===== src/rtl/fpx_pkg.sv =====
package fpx_pkg;
  typedef enum logic [1:0] {
    SZ_BAD  = 2'd0,
    SZ_HALF = 2'd1,
    SZ_SNGL = 2'd2,
    SZ_DBL  = 2'd3
  } size_e;

  localparam int unsigned H_EW = 5;
  localparam int unsigned H_FW = 10;
  localparam int unsigned S_EW = 8;
  localparam int unsigned S_FW = 23;
  localparam int unsigned D_EW = 11;
  localparam int unsigned D_FW = 52;
endpackage


===== src/rtl/fpx_lzc.sv =====
module fpx_lzc #(
  parameter int unsigned W  = 10,
  localparam int unsigned CW = $clog2(W + 1)
) (
  input  logic [W-1:0]  val,
  output logic [CW-1:0] zeros
);
  always_comb begin
    zeros = CW'(W);
    for (int i = 0; i < W; i++) begin
      if (val[i]) zeros = CW'(W - 1 - i);
    end
  end
endmodule


===== src/rtl/fpx_lane_logb.sv =====
module fpx_lane_logb #(
  parameter int unsigned EW = 5,
  parameter int unsigned FW = 10,
  localparam int unsigned W  = 1 + EW + FW,
  localparam int unsigned CW = $clog2(FW + 1)
) (
  input  logic [W-1:0] x,
  output logic [W-1:0] y
);
  localparam logic [W-1:0] BIAS  = W'((64'd1 << (EW - 1)) - 64'd1);
  localparam logic [W-1:0] TOP   = {1'b0, {(W-1){1'b1}}};
  localparam logic [W-1:0] FLOOR = {1'b1, {(W-1){1'b0}}};

  logic [EW-1:0] expf;
  logic [FW-1:0] frac;
  logic [CW-1:0] lz;
  logic          sign_unused;

  assign expf        = x[W-2 -: EW];
  assign frac        = x[FW-1:0];
  assign sign_unused = x[W-1];

  fpx_lzc #(.W(FW)) u_lzc (.val(frac), .zeros(lz));

  always_comb begin
    if (&expf) begin
      y = (frac == '0) ? TOP : FLOOR;
    end else if (expf == '0) begin
      if (frac == '0) y = FLOOR;
      else            y = W'(0) - BIAS - W'(lz);
    end else begin
      y = W'(expf) - BIAS;
    end
  end
endmodule


===== src/rtl/fpx_lane_bank.sv =====
module fpx_lane_bank #(
  parameter int unsigned VEC_W = 128,
  parameter int unsigned EW    = 5,
  parameter int unsigned FW    = 10,
  localparam int unsigned W     = 1 + EW + FW,
  localparam int unsigned LANES = VEC_W / W,
  localparam int unsigned LB    = W / 8
) (
  input  logic [VEC_W-1:0]   src,
  input  logic [VEC_W-1:0]   old,
  input  logic [VEC_W/8-1:0] pred,
  output logic [VEC_W-1:0]   merged
);
  logic pred_unused;
  assign pred_unused = ^pred;

  for (genvar g = 0; g < LANES; g++) begin : g_lane
    logic [W-1:0] res;
    fpx_lane_logb #(.EW(EW), .FW(FW)) u_lane (
      .x(src[g*W +: W]),
      .y(res)
    );
    assign merged[g*W +: W] = pred[g*LB] ? res : old[g*W +: W];
  end
endmodule


===== src/rtl/fp_exp_extract.sv =====
module fp_exp_extract #(
  parameter int unsigned VEC_W = 128
) (
  input  logic               clk,
  input  logic               rst,
  input  logic               in_valid,
  input  logic [1:0]         size_code,
  input  logic [VEC_W-1:0]   src_vec,
  input  logic [VEC_W-1:0]   old_vec,
  input  logic [VEC_W/8-1:0] pred,
  output logic               out_valid,
  output logic [VEC_W-1:0]   out_vec,
  output logic               illegal_size
);
  import fpx_pkg::*;

  logic [VEC_W-1:0] m_half, m_sngl, m_dbl, nxt_vec;
  logic             nxt_bad;

  fpx_lane_bank #(.VEC_W(VEC_W), .EW(H_EW), .FW(H_FW)) u_bank_h (
    .src(src_vec), .old(old_vec), .pred(pred), .merged(m_half));
  fpx_lane_bank #(.VEC_W(VEC_W), .EW(S_EW), .FW(S_FW)) u_bank_s (
    .src(src_vec), .old(old_vec), .pred(pred), .merged(m_sngl));
  fpx_lane_bank #(.VEC_W(VEC_W), .EW(D_EW), .FW(D_FW)) u_bank_d (
    .src(src_vec), .old(old_vec), .pred(pred), .merged(m_dbl));

  always_comb begin
    nxt_bad = 1'b0;
    case (size_e'(size_code))
      SZ_HALF: nxt_vec = m_half;
      SZ_SNGL: nxt_vec = m_sngl;
      SZ_DBL:  nxt_vec = m_dbl;
      default: begin
        nxt_vec = old_vec;
        nxt_bad = 1'b1;
      end
    endcase
  end

  always_ff @(posedge clk) begin
    if (rst) begin
      out_valid    <= 1'b0;
      illegal_size <= 1'b0;
      out_vec      <= '0;
    end else begin
      out_valid <= in_valid;
      if (in_valid) begin
        out_vec      <= nxt_vec;
        illegal_size <= nxt_bad;
      end
    end
  end
endmodule


===== config.mk =====
export PLATFORM = sky130hd
export DESIGN_NAME = fp_exp_extract
export DESIGN_NICKNAME = d
export VERILOG_FILES = /design/src/rtl/fpx_pkg.sv /design/src/rtl/fpx_lzc.sv /design/src/rtl/fpx_lane_logb.sv /design/src/rtl/fpx_lane_bank.sv /design/src/rtl/fp_exp_extract.sv
export SDC_FILE = /design/constraint.sdc
export NUM_CORES = 1
export LEC_CHECK = 0
export ABC_AREA = 1
export ABC_CLOCK_PERIOD_IN_PS = 4100
export BUFFER_PORTS_ARGS = -buffer_cell sky130_fd_sc_hd__clkbuf_2
export CORE_ASPECT_RATIO = 0.9
export CORE_MARGIN = 2
export CORE_UTILIZATION = 50
export CTS_CLUSTER_SIZE = 16
export DETAILED_ROUTE_END_ITERATION = 6
export GPL_TIMING_DRIVEN = 1
export MAX_ROUTING_LAYER = met4
export PLACE_DENSITY = 0.74
export SYNTH_ARGS = -nofsm -noshare
export SYNTH_HDL_FRONTEND = slang
export SYNTH_HIERARCHICAL = 1
export SYNTH_SLANG_ARGS = --single-unit

===== constraint.sdc =====
create_clock -name clk -period 4.1 [get_ports clk]
set_input_delay 0.615 -clock clk [delete_from_list [all_inputs] [get_ports clk]]
set_output_delay 0.615 -clock clk [all_outputs]
set_load 0.01 [all_outputs]

==> impl_metrics.csv <==
group,metric,value,unit
power_and_ir_drop,power_density,199.3,nW/um2
global_routing,first_global_vias,26280,
floorplanning,num_rows,80,
drt,ant_nets,0,
drt,vias,30060,
sta,fin_crit_sh,0.8545,
yosys,synth.distinct_cells,48,
worst_setup_path,critical_path_arrival,3.92,ns
power_and_ir_drop,worst_ir_drop_vdd,0.3048,mV
placed_design,dp_hpwl,61040,um
clocking,cts_num_sinks,130,
worst_setup_path,cp.required,4.52,ns
drt,drc,2,
floorplanning,die_y,222.3,um
flow_run,cap_violations,0,
finish,final_cells,5768,
placed_design,place_ws,0.1222,ns
global_routing,overflow,0,
sta,period_needed,3.503,ns
global_routing,grt_start_max_net_pins,105,
power_and_ir_drop,leakage,15.51,nW
sta,setup_slack,0.5967,ns
drt,dr.pass1.iters,7,
sta,slew_headroom,0.2832,
sta,hold_viol,0,
worst_setup_path,startpoint_type,"input port",
worst_setup_path,end_kind,"flop",
sta,setup_violations,0,
drt,totalWireLength,85430,um
clocking,h-tree-depth,4,
sta,worst_pin_slew,1.075,ns
yosys,synth_cells,5033,
yosys,synth_area,26480,um2
clocking,root_buffer,"clkbuf_16",
global_routing,track_usage,0.3121,
clocking,cts_tree,"built",
yosys,synth.yosys.warnings,6,
placed_design,numPlacedInstances,5719,
drt,vias_per_cell,5.211,
drt,drt_iter0_drc,3000,
clocking,cts.hold.buffers_added,0,
clocking,cts_setup_buffers,0,
finish,fin_nets,5370,
clocking,insertion_delay,0.48,ns
placed_design,gp_congestion,1.007,
floorplanning,core_area,52650,um2
worst_setup_path,slowest_delay,0.30,ns
worst_setup_path,cpMostUsedCell,"nand2_1",
finish,synthToLayoutAreaGrowth,2.585,%
worst_setup_path,slowest_stage,"a211oi_1",
floorplanning,io_pins,407,
sta,rsz0062_at_grt,"yes",
drt,routedWlPerCell,14.81,um
finish,post-route-util,0.5160,
floorplanning,dieArea,54820,um2
sta,fmax,0.2854,GHz
clocking,path_clk_slew,0.07,ns
clocking,clk_path_buf_depth,2,
floorplanning,fp.dieW,246.6,um
worst_setup_path,critPathMaxFanout,4,
yosys,ys_seq_area_frac,0.09828,
hold_path,hold_path_class,"input port to flop",
status,outcome,"finished, violations left",
status,failed_checks,"DRC",
yosys,ys_ff_latch,130,
sta,final_max_slew_viol_count,0,
global_routing,antenna_found_initial,15,
sta,finClkSkew,0,ns
finish,layout-drive-gt1-share,0.1603,
floorplanning,initial_core_util,0.5030,
yosys,syn_nets,5362,
placed_design,port_buffers,396,
clocking,numCtsBuffers,17,
global_routing,grt_pass1_wl,136000,um
worst_setup_path,critPathKind,"input port to flop",
yosys,synth_area_per_cell,5.262,um2
==> sequential cells by signal, indices dropped and copies added (netlist names) <==
name and flops:
out_valid 1, illegal_size 1, out_vec 128
==> cells in the final DEF (no fill, tap or decap), drive strengths merged, types with 16 or more instances in the layout <==
master     n
nand2   2158
inv      594
nor2     470
clkbuf   410
nand3    383
a21oi    337
dfxtp    130
o21bai   111
o21ai     96
buf       64
ha        52
nor3      32
bufinv    27
a31oi     23
nand4     20
or2       20
diode     19
o21a      19
xnor2     18
o211ai    16
nand3b    16
==> kinds of logic (layout without fill, tap and decap cells) <==
kind of cell,after synthesis,after routing,synth area share
AOI/OAI and AO/OA,628,628,0.1385
xor gates and xnor gates,32,32,0.01058
adders and majority gates,52,52,0.02457
buffers and inverters,1082,1101,0.2308
DFF,130,130,0.09828
other,0,19,0
and+or+nand+nor,3109,3109,0.4973
==> cell type report <==
type | instances | area [um2]
Clock buffer | 21 | 460.4
Antenna cell | 19 | 47.55
Timing Repair Buffer | 453 | 2494
Fill cell | 5701 | 25480
Multi-Input combinational cell | 3821 | 17820
Sequential cell | 130 | 2603
Clock inverter | 9 | 130.1
Tap cell | 697 | 872.1
Inverter | 618 | 2740
==> critical path: cells and delay by family <==
family | cells | cell delay, ns
adders and majority gates | 2 | 0.43
and+or+nand+nor | 33 | 1.94
buffers and inverters | 2 | 0.21
AOI/OAI and AO/OA | 4 | 0.67
==> cells in the mapped netlist (all sizes together) <==
| master | instances | area [um2] |
|---|---|---|
| buf | 384 | 2935 |
| a21boi | 14 | 105.1 |
| clkbuf | 80 | 450.4 |
| nand3b | 16 | 120.1 |
| o21a | 19 | 142.6 |
| a21oi | 337 | 1747 |
| nor2 | 470 | 2132 |
| nand4 | 20 | 150.1 |
| inv | 593 | 2301 |
| nor4 | 10 | 62.56 |
| a31oi | 23 | 143.9 |
| a311oi | 4 | 35.03 |
| clkinv | 1 | 3.750 |
| a211oi | 2 | 15.01 |
| nor3 | 32 | 192.7 |
| ha | 52 | 650.6 |
| or2 | 20 | 125.1 |
| o211ai | 16 | 120.1 |
| nand2 | 2158 | 8376 |
| xor2 | 14 | 122.6 |
| dfxtp | 130 | 2603 |
| bufinv | 24 | 420.4 |
| nand3 | 383 | 2012 |
| o21bai | 111 | 833.3 |
| o31ai | 6 | 45.04 |
| xnor2 | 18 | 157.7 |
| o21ai | 96 | 480.5 |
==> where the power goes <==
group	switching [mW]	leakage (nW)	internal (mW)
Combinational	1.51	14.1	0.822
Clock	0.687	0.289	0.979
Sequential	0.0567	1.07	1.35
Total	2.26	15.5	3.15
==> per-stage QoR <==
| step | hold slack (ns) | setup TNS [ns] | power [mW] | area (um2) |
|---|---|---|---|---|
| floorplan | 0.4884 | 0 | 3.188 | 26480 |
| global placement | 0.4516 | 0 | 3.694 | 26500 |
| detailed placement | 0.4550 | 0 | 3.726 | 26500 |
| CTS | 0.3909 | 0 | 5.413 | 27090 |
| global route | 0.4248 | -0.04691 | 5.793 | 27160 |
| finish | 0.4211 | 0 | 5.413 | 27170 |
==> final timing paths <==
| path | start | to | slack (ns) | depth (start not counted) |
|---|---|---|---|---|
| worst min-delay path | old_vec[59] | out_vec[59] | 0.42 | 3 |
| worst max-delay path | src_vec[0] | out_vec[9] | 0.60 | 41 |
| worst max register to register | out_vec[69] | out_vec[69] | 3.28 | 3 |
| worst min register to register | out_vec[125] | out_vec[125] | 0.46 | 2 |
==> metal layers <==
metal,up-vias,wire length [um],track usage
li1,15370,-,-
met1,13350,36460,0.3922
met2,1167,37310,0.4787
met3,173,8894,0.07875
met4,0,2768,0.1189
met5,-,0,-
==> repair_timing <==
item | CTS | global route
endpoints found under the setup margin | 0 | 2
endpoints found under the hold margin | 0 | 0
gates resized for setup | 0 | 14
(Power assumes the default switching activity.)
